## src/rtl/cax_pkg.sv

```systemverilog
package cax_pkg;
    typedef logic [31:0] cax_word_t;

    localparam int unsigned EN_BIT     = 31;
    localparam int unsigned BUSSEL_BIT = 16;
    localparam int unsigned DEV_LSB    = 11;
    localparam int unsigned DEV_W      = 5;
    localparam int unsigned SCAN_LO    = 11;
    localparam int unsigned SCAN_HI    = 31;
    localparam cax_word_t   REGNO_MASK = 32'h0000_07FC;
    localparam cax_word_t   LOWREG_MSK = 32'h0000_00FC;

    function automatic cax_word_t lane_reverse(input cax_word_t w);
        cax_word_t r;
        for (int b = 0; b < 4; b++) begin
            r[8*b +: 8] = w[8*(3-b) +: 8];
        end
        return r;
    endfunction
endpackage

```

## src/rtl/cax_lane_swap.sv

```systemverilog
module cax_lane_swap
    import cax_pkg::*;
#(
    parameter bit SWAP = 1'b0
) (
    input  cax_word_t word_i,
    output cax_word_t word_o
);
    generate
        if (SWAP) begin : g_swap
            assign word_o = lane_reverse(word_i);
        end else begin : g_pass
            assign word_o = word_i;
        end
    endgenerate
endmodule

```

## src/rtl/cax_wr_xlate.sv

```systemverilog
module cax_wr_xlate
    import cax_pkg::*;
#(
    parameter bit MAIN_MODE = 1'b1
) (
    input  cax_word_t word_i,
    output cax_word_t cfg_o
);
    generate
        if (MAIN_MODE) begin : g_main
            logic [5:0]       first_idx;
            logic [DEV_W-1:0] dev_num;
            logic             unused_w1;

            // Priority scan: lowest set select bit wins; 32 when none set.
            always_comb begin
                first_idx = 6'd32;
                for (int b = SCAN_HI; b >= SCAN_LO; b--) begin
                    if (word_i[b]) first_idx = 6'(b);
                end
            end

            assign dev_num   = first_idx[DEV_W-1:0];
            assign unused_w1 = word_i[1];

            always_comb begin
                cfg_o                         = '0;
                cfg_o[EN_BIT]                 = 1'b1;
                cfg_o[BUSSEL_BIT]             = word_i[0];
                cfg_o[DEV_LSB +: DEV_W]       = dev_num;
                cfg_o                         = cfg_o | (word_i & REGNO_MASK);
            end
        end else begin : g_simple
            always_comb begin
                cfg_o         = word_i;
                cfg_o[0]      = 1'b0;
                cfg_o[EN_BIT] = 1'b1;
            end
        end
    endgenerate
endmodule

```

## src/rtl/cax_rd_xlate.sv

```systemverilog
module cax_rd_xlate
    import cax_pkg::*;
#(
    parameter bit MAIN_MODE = 1'b1
) (
    input  cax_word_t cfg_i,
    output cax_word_t word_o
);
    generate
        if (MAIN_MODE) begin : g_main
            logic [7:0] devfn;
            logic       unused_hi;

            assign devfn     = cfg_i[15:8];
            assign unused_hi = ^{cfg_i[31:16], cfg_i[1:0]};

            always_comb begin
                word_o            = cfg_i & LOWREG_MSK;
                word_o[10:8]      = devfn[2:0];
                word_o[devfn[7:3]] = 1'b1;
            end
        end else begin : g_simple
            always_comb begin
                word_o         = cfg_i;
                word_o[0]      = 1'b1;
                word_o[EN_BIT] = 1'b0;
            end
        end
    endgenerate
endmodule

```

## src/rtl/cfg_addr_xlate.sv

```systemverilog
module cfg_addr_xlate
    import cax_pkg::*;
#(
    parameter bit          MAIN_MODE  = 1'b1,
    parameter bit          BIG_ENDIAN = 1'b0,
    parameter int unsigned ADDR_W     = 12,
    parameter int unsigned BASE_WORD  = 0
) (
    input  logic              clk_i,
    input  logic              rst_ni,
    input  logic [ADDR_W-1:0] reg_addr_i,
    input  logic [31:0]       reg_wdata_i,
    input  logic              reg_we_i,
    output logic [31:0]       reg_rdata_o,
    output logic [31:0]       cfg_addr_o
);
    localparam int unsigned SEL_W = ADDR_W - 2;
    localparam logic [SEL_W-1:0] BASE_SEL = BASE_WORD[SEL_W-1:0];

    logic      addr_hit;
    logic      wr_hit;
    logic      unused_lane;
    cax_word_t wr_word;
    cax_word_t wr_cfg;
    cax_word_t cfg_q;
    cax_word_t rd_word;
    cax_word_t rd_bus;

    // Byte-lane bits are ignored: every access size is a full-word access.
    assign addr_hit    = (reg_addr_i[ADDR_W-1:2] == BASE_SEL);
    assign unused_lane = ^reg_addr_i[1:0];
    assign wr_hit      = addr_hit & reg_we_i;

    cax_lane_swap #(.SWAP(BIG_ENDIAN)) u_swap_in (
        .word_i (reg_wdata_i),
        .word_o (wr_word)
    );

    cax_wr_xlate #(.MAIN_MODE(MAIN_MODE)) u_wr (
        .word_i (wr_word),
        .cfg_o  (wr_cfg)
    );

    always_ff @(posedge clk_i or negedge rst_ni) begin
        if (!rst_ni) begin
            cfg_q <= '0;
        end else if (wr_hit) begin
            cfg_q <= wr_cfg;
        end
    end

    cax_rd_xlate #(.MAIN_MODE(MAIN_MODE)) u_rd (
        .cfg_i  (cfg_q),
        .word_o (rd_word)
    );

    cax_lane_swap #(.SWAP(BIG_ENDIAN)) u_swap_out (
        .word_i (rd_word),
        .word_o (rd_bus)
    );

    assign reg_rdata_o = addr_hit ? rd_bus : '0;
    assign cfg_addr_o  = cfg_q;
endmodule

```

## config.mk

```make
export PLATFORM = sky130hd
export DESIGN_NAME = cfg_addr_xlate
export DESIGN_NICKNAME = d
export VERILOG_FILES = /design/src/rtl/cax_pkg.sv /design/src/rtl/cax_lane_swap.sv /design/src/rtl/cax_wr_xlate.sv /design/src/rtl/cax_rd_xlate.sv /design/src/rtl/cfg_addr_xlate.sv
export SDC_FILE = /design/constraint.sdc
export NUM_CORES = 1
export LEC_CHECK = 0
export BUFFER_PORTS_ARGS = -buffer_cell sky130_fd_sc_hd__clkbuf_2
export CORE_ASPECT_RATIO = 1.25
export CORE_MARGIN = 2
export CORE_UTILIZATION = 38
export CTS_CLUSTER_DIAMETER = 40
export DETAILED_ROUTE_END_ITERATION = 16
export PLACE_DENSITY = 0.86
export REMOVE_ABC_BUFFERS = 1
export SKIP_LAST_GASP = 1
export SYNTH_ARGS = -nofsm -noshare
export SYNTH_HDL_FRONTEND = slang
export SYNTH_SLANG_ARGS = --single-unit
export TNS_END_PERCENT = 20
```

## constraint.sdc

```tcl
create_clock -name clk_i -period 1.55 [get_ports clk_i]
set_input_delay 0.0775 -clock clk_i [delete_from_list [all_inputs] [get_ports clk_i]]
set_output_delay 0.0775 -clock clk_i [all_outputs]
set_load 0.03 [all_outputs]
```

# Yosys cells after proc, flatten, opt, wreduce, memory -nomap -nowiden
# Cells that the tools add are included.
word_totals:
  register_bits: 32
  out_inout_bits: 64
  elab_cells: 32
op_classes:
  magnitude_cmp: 2
  muxes: 24
  bitwise: 3
  n_reduce_logical: 2
op_table:
  columns: ["op", "n"]
  rows:
  - ["2-to-1 mux 5 bit", 21]
  - ["2-to-1 mux 32 bit", 1]
  - ["OR 11 x 32 -> 32 bit", 1]
  - ["OR 32 x 11 -> 32 bit", 1]
  - ["zero test 10 bit", 1]
  - ["< comparator 5 x 6 -> 1 bit (second input constant)", 1]
  - ["demux 1 bit (select 5 bit)", 1]
  - [">= comparator 5 x 1 -> 1 bit (second input constant)", 1]
  - ["AND 1 bit", 1]
  - ["logical AND 1 bit", 1]
  - ["2-to-1 mux 1 bit", 1]

# Logic depth before layout (Yosys ltp)
depth:
  depth_word: 22
  ltp_mapped: 6

# By module
# From an unflattened synthesis, not the netlist that was laid out.
unflattened:
  hier_cells: 296
  area_unflattened_um2: 2797.7
by_module_without_submodules:
  columns: ["module", "instances", "cells_each", "area_each_um2", "seq_area_each_um2"]
  rows:
  - ["cfg_addr_xlate", 1, 109, 1601.5, 800.8]
  - ["cax_lane_swap", 2, 32, 240.2, 0.0]
  - ["cax_wr_xlate", 1, 75, 449.2, 0.0]
  - ["cax_rd_xlate", 1, 48, 266.5, 0.0]

# Least setup slack after synthesis
# No wires, ideal clock.
synth_path:
  path_kind: "register to output"
  from: "reg cfg_q[15], in the netlist cfg_addr_o[15]"
  to: "out reg_rdata_o[16]"
  arrival_ns: 1.681
  path_slack_ns: -0.209
  path_stages_with_launch: 4
  cell_sequence: "dfrtp_1 clkbuf_1 or3b_2 nor2_1"
synth_between:
  elab_chain_cells: 6
synth_rtl:
  columns: ["element", "line_no", "source"]
  rows:
  - ["start, declared", "cfg_addr_xlate.sv:25", "cax_word_t cfg_q;"]
  - ["start signal, assigned", "cfg_addr_xlate.sv:48", "cfg_q <= wr_cfg;"]
  - ["< comparator 5 x 6 -> 1 bit (implied by the code) / >= comparator 5 x 1 -> 1 bit (equally long branches)", "cax_rd_xlate.sv:20", "word_o[devfn[7:3]] = 1'b1;"]
  - ["logical AND 1 bit (implied by the code)", "cax_rd_xlate.sv:20", null]
  - ["2-to-1 mux 1 bit (implied by the code)", "cax_rd_xlate.sv:20", null]
  - ["demux 1 bit (select 5 bit) (*)", null, null]
  - ["OR 11 x 32 -> 32 bit (no source line) (*)", null, null]
  - ["2-to-1 mux 32 bit (*)", "cfg_addr_xlate.sv:62", "assign reg_rdata_o = addr_hit ? rd_bus : '0;"]
  - ["end, declared", "cfg_addr_xlate.sv:14", "output logic [31:0] reg_rdata_o,"]
# Every way passes the cells marked *; elsewhere a longest branch is shown, timed or not.

# Worst setup path in the final report
layout_path:
  from: "in reg_addr_i[9]"
  to: "out reg_rdata_o[24]"
layout_between:
  elab_chain_cells: 2
layout_rtl:
  columns: ["element", "line_no", "source"]
  rows:
  - ["start, declared", "cfg_addr_xlate.sv:11", "input logic [ADDR_W-1:0] reg_addr_i,"]
  - ["zero test 10 bit", "cfg_addr_xlate.sv:30", "assign addr_hit = (reg_addr_i[ADDR_W-1:2] == BASE_SEL);"]
  - ["2-to-1 mux 32 bit", "cfg_addr_xlate.sv:62", null]
# Every way passes these cells.

==> impl_results.html <==
<table>
<tr><th>Metric</th><th>Value</th></tr>
<tr><th colspan="2">STA</th></tr>
<tr><td>Pins Over Slew Limit</td><td>0</td></tr>
<tr><td>Clk_skew</td><td>0 ns</td></tr>
<tr><td>Post-layout min period</td><td>around 1.6 ns</td></tr>
<tr><td>Final setup slack of the worst path</td><td>-0.0725 ns</td></tr>
<tr><td>Final setup violation count</td><td>29</td></tr>
<tr><td>Max Clock Freq</td><td>between 0.6 and 0.7 GHz</td></tr>
<tr><td>Final hold viol count</td><td>0</td></tr>
<tr><td>Ratio of final minimum period to clock period</td><td>105%</td></tr>
<tr><td>Unrepaired setup endpoints after global routing</td><td>yes</td></tr>
<tr><th colspan="2">GRT</th></tr>
<tr><td>Total GRT Usage</td><td>19.7%</td></tr>
<tr><td>Vias in the first global route</td><td>1,454</td></tr>
<tr><td>Met3 Usage GRT</td><td>under 10%</td></tr>
<tr><td>Wire length of the first global-routing pass</td><td>6240 um</td></tr>
<tr><td>Most used routing layer</td><td>met2</td></tr>
<tr><td>Residual overflow from global routing</td><td>0</td></tr>
<tr><td>Grt met2 use</td><td>37.8%</td></tr>
<tr><td>GR Layer Usage met1</td><td>21.0%</td></tr>
<tr><td>Maximum number of pins on one net before global-route repair</td><td>17</td></tr>
<tr><td>Number of antenna violations at the first check in global routing</td><td>0</td></tr>
<tr><th colspan="2">Synthesis</th></tr>
<tr><td>Commonest cells post-synth</td><td>nor2_1, buf_4, dfrtp_1, nand2_1, a21oi_1</td></tr>
<tr><td>Number of synthesized flops with an enable pin</td><td>0</td></tr>
<tr><td>Top_reg_cell synth</td><td>dfrtp_1</td></tr>
<tr><td>Fraction of registers with async set or reset after synthesis</td><td>100%</td></tr>
<tr><td>Synth top area cells</td><td>dfrtp_1, nor2_1, buf_4, mux2_2, mux2_4</td></tr>
<tr><td>Fraction of post-synthesis cell area in the top cell type by area</td><td>31.2%</td></tr>
<tr><td>Cell type contributing the most total cell area after synthesis</td><td>dfrtp_1</td></tr>
<tr><td>Sequential fraction of the synthesis area</td><td>a little under a third</td></tr>
<tr><td>Flip-flop and latch count after synthesis</td><td>16</td></tr>
<tr><td>Yosys warns</td><td>0</td></tr>
<tr><td>Distinct cell type count after synthesis</td><td>36</td></tr>
<tr><td>Syn Std Cell Area</td><td>1280 um2</td></tr>
<tr><td>Cells after Synth</td><td>161</td></tr>
<tr><td>Per-instance average area after synthesis</td><td>7.98 um2</td></tr>
<tr><td>Count leader, synth</td><td>nor2_1</td></tr>
<tr><th colspan="2">Drt</th></tr>
<tr><td>Total iterations of the first detailed-routing run</td><td>4</td></tr>
<tr><td>Remaining DRCs</td><td>0</td></tr>
<tr><td>Number of routed nets with antenna violations</td><td>0</td></tr>
<tr><td>Via count of the routed design</td><td>roughly 1,500</td></tr>
<tr><td>Violation count after the first detailed-route iteration</td><td>57</td></tr>
<tr><td>Via density</td><td>5.02</td></tr>
<tr><td>Total wire length</td><td>3910 um</td></tr>
<tr><td>Per-cell routed wire length</td><td>between 10 and 15 um</td></tr>
<tr><th colspan="2">Cells and area</th></tr>
<tr><td>Number of standard cells in the layout, taps in and fillers out</td><td>303</td></tr>
<tr><td>Post-Route Utilization</td><td>roughly 63%</td></tr>
<tr><td>Number of fill cells in the layout</td><td>289</td></tr>
<tr><td>Antenna Cells</td><td>0</td></tr>
<tr><td>Nets</td><td>314</td></tr>
<tr><td>Share of layout cells above drive strength 1</td><td>54.9%</td></tr>
<tr><td>Flip-flop count of the largest register, all copies and words added</td><td>16</td></tr>
<tr><td>Area added between synthesis and finish</td><td>57.6%</td></tr>
<tr><th colspan="2">Clock tree</th></tr>
<tr><td>Clk Tree Root Cell</td><td>clkbuf_8</td></tr>
<tr><td>TritonCTS sink count</td><td>16</td></tr>
<tr><td>Max Buffers Root-to-Sink</td><td>2</td></tr>
<tr><td>TritonCTS clock tree</td><td>done</td></tr>
<tr><td>Maximum level of the CTS H-tree</td><td>1</td></tr>
<tr><td>Number of buffers inserted during clock tree synthesis</td><td>3</td></tr>
<tr><td>Clock latency reported for the late side of the worst-skew pair</td><td>0.25 ns</td></tr>
<tr><td>Clock transition at path regs</td><td>0.06 ns</td></tr>
<tr><th colspan="2">Place</th></tr>
<tr><td>Post-placement cell count</td><td>slightly below 300</td></tr>
<tr><td>PortBufs</td><td>91</td></tr>
<tr><td>Half-perimeter wire length after detailed placement</td><td>3080 um</td></tr>
<tr><td>Worst slack at placement</td><td>-0.185 ns</td></tr>
<tr><td>Routability Congestion</td><td>0.902</td></tr>
<tr><th colspan="2">Worst hold path</th></tr>
<tr><td>HP Class</td><td>in -&gt; reg</td></tr>
<tr><th colspan="2">Setup path</th></tr>
<tr><td>Biggest cell delay along the critical path</td><td>0.53 ns</td></tr>
<tr><td>Data required time at the worst endpoint</td><td>between 1 and 1.5 ns</td></tr>
<tr><td>CP bufs+invs</td><td>3</td></tr>
<tr><td>Cells along the critical path</td><td>clkbuf_2 -&gt; or4_4 -&gt; nor3_4 -&gt; and2_4 -&gt; buf_6 -&gt; nand2_2 -&gt; nor2_1 -&gt; buf_4</td></tr>
<tr><td>Worst-path maximum fanout</td><td>5</td></tr>
<tr><td>Startpoint types</td><td>primary input</td></tr>
<tr><td>Arrival time at the worst endpoint</td><td>roughly 1.6 ns</td></tr>
<tr><td>Critical Path End Type</td><td>output port</td></tr>
<tr><td>Gate family responsible for the most delay along the worst path</td><td>simple AND/OR/NAND/NOR gates</td></tr>
<tr><td>Crit-path slowest cell</td><td>or4_4</td></tr>
<tr><td>Critical Setup Path Class</td><td>in -&gt; out</td></tr>
<tr><th colspan="2">Floorplanning</th></tr>
<tr><td>Starting Density</td><td>roughly two fifths</td></tr>
<tr><td>Die height</td><td>69.0 um</td></tr>
<tr><td>Row count</td><td>23</td></tr>
<tr><td>Area of the placeable core</td><td>3220 um2</td></tr>
<tr><td>DIE WIDTH</td><td>56.0 um</td></tr>
<tr><td>I/O pin cnt</td><td>111</td></tr>
<tr><td>Die Outline Area</td><td>just under 4000 um2</td></tr>
<tr><th colspan="2">Power and ir drop</th></tr>
<tr><td>Power density over the cells</td><td>approximately 500 nW/um2</td></tr>
<tr><td>Highest ir drop seen on vdd</td><td>0.632 mV</td></tr>
<tr><td>Cell leakage power</td><td>between 1 and 1.5 nW</td></tr>
<tr><th colspan="2">Outcome</th></tr>
<tr><td>Violations in the final reports</td><td>negative setup slack</td></tr>
<tr><td>Run status</td><td>finished with violations</td></tr>
<tr><th colspan="2">Job</th></tr>
<tr><td>Maxcap violations</td><td>0</td></tr>
</table>
worst paths after layout:
kind	startpoint	cells past startpoint	to	slack (ns)
max in group asynchronous	rst_ni	2	cfg_addr_o[14]	0.96
max reg2reg	cfg_addr_o[12]	3	cfg_addr_o[12]	0.68
max	reg_addr_i[9]	8	reg_rdata_o[24]	-0.07
min reg2reg	cfg_addr_o[31]	1	cfg_addr_o[31]	0.48
min in group asynchronous	rst_ni	2	cfg_addr_o[4]	0.28
min	reg_wdata_i[6]	2	cfg_addr_o[6]	0.06
report_power, final:
group | internal [W] | switching, W
Combinational | 0.0000752 | 0.000135
Clock | 0.000225 | 0.000144
Sequential | 0.000425 | 0.00000859
placed cells by master (no fill, tap or decap), types with 3 or more instances in the layout:
cell type / synthesis / final
clkbuf_2: 0 / 65
dfrtp_2: 0 / 4
conb_1: 1 / 16
buf_2: 0 / 5
nand2b_1: 3 / 3
a21oi_1: 10 / 10
dfrtp_1: 16 / 12
nand3b_1: 3 / 3
buf_4: 17 / 29
nand2_1: 11 / 8
inv_1: 3 / 3
nor2_2: 0 / 6
nor4_1: 5 / 5
nor3_1: 4 / 3
a31oi_1: 3 / 3
mux2_4: 4 / 4
clkbuf_8: 0 / 5
mux2_2: 6 / 6
nor2_1: 39 / 31
buf_6: 1 / 3
o21ai_0: 5 / 5
nor2b_1: 5 / 3
routing by layer:
metal,routed length [um],vias to the layer above
met4,32,0
met5,0,-
met1,1460,704
met2,2130,70
li1,-,742
met3,296,5
metrics by stage:
step	setup TNS (ns)	hold WS, ns	instance area [um2]	total power (W)
2_1_floorplan	-2.72	-0.218	1190	0.000545
3_3_place_gp	-3.13	0.0109	1810	0.000641
3_5_place_dp	-4.49	0.0216	1810	0.000645
4_1_cts	-1.52	0.0519	1970	0.00102
5_1_grt	-3.05	0.0586	2030	0.00106
6_report	-0.963	0.0552	2030	0.00101
timing repair:
action                                  CTS  global route
hold buffers                              1             0
setup buffers                             1             0
pin swaps                                 2             1
resized for setup                        30            49
hold endpoints to repair                 16             0
endpoints found under the setup margin   32            32
kinds of logic (layout without fill, tap and decap cells):
| group | Yosys count | count (layout) | synth area share (%) |
|---|---|---|---|
| AND/OR/NAND/NOR | 83 | 83 | 32.1 |
| AO/OA/AOI/OAI | 27 | 27 | 13.9 |
| buffers and inverters | 24 | 114 | 12.6 |
| flip-flops | 16 | 16 | 31.2 |
| multiplexers | 10 | 10 | 9.93 |
| other | 1 | 16 | 0.292 |
final cells by class:
| type | count | area, um2 | area share [%] |
|---|---|---|---|
| Inverter | 3 | 11.3 | 0.556 |
| Tap cell | 37 | 46.3 | 2.29 |
| Timing Repair Buffer | 107 | 661 | 32.6 |
| Multi-Input combinational cell | 136 | 847 | 41.8 |
| Clock buffer | 4 | 55.1 | 2.72 |
| Sequential cell | 16 | 405 | 20.0 |
(Power assumes the default switching activity.)
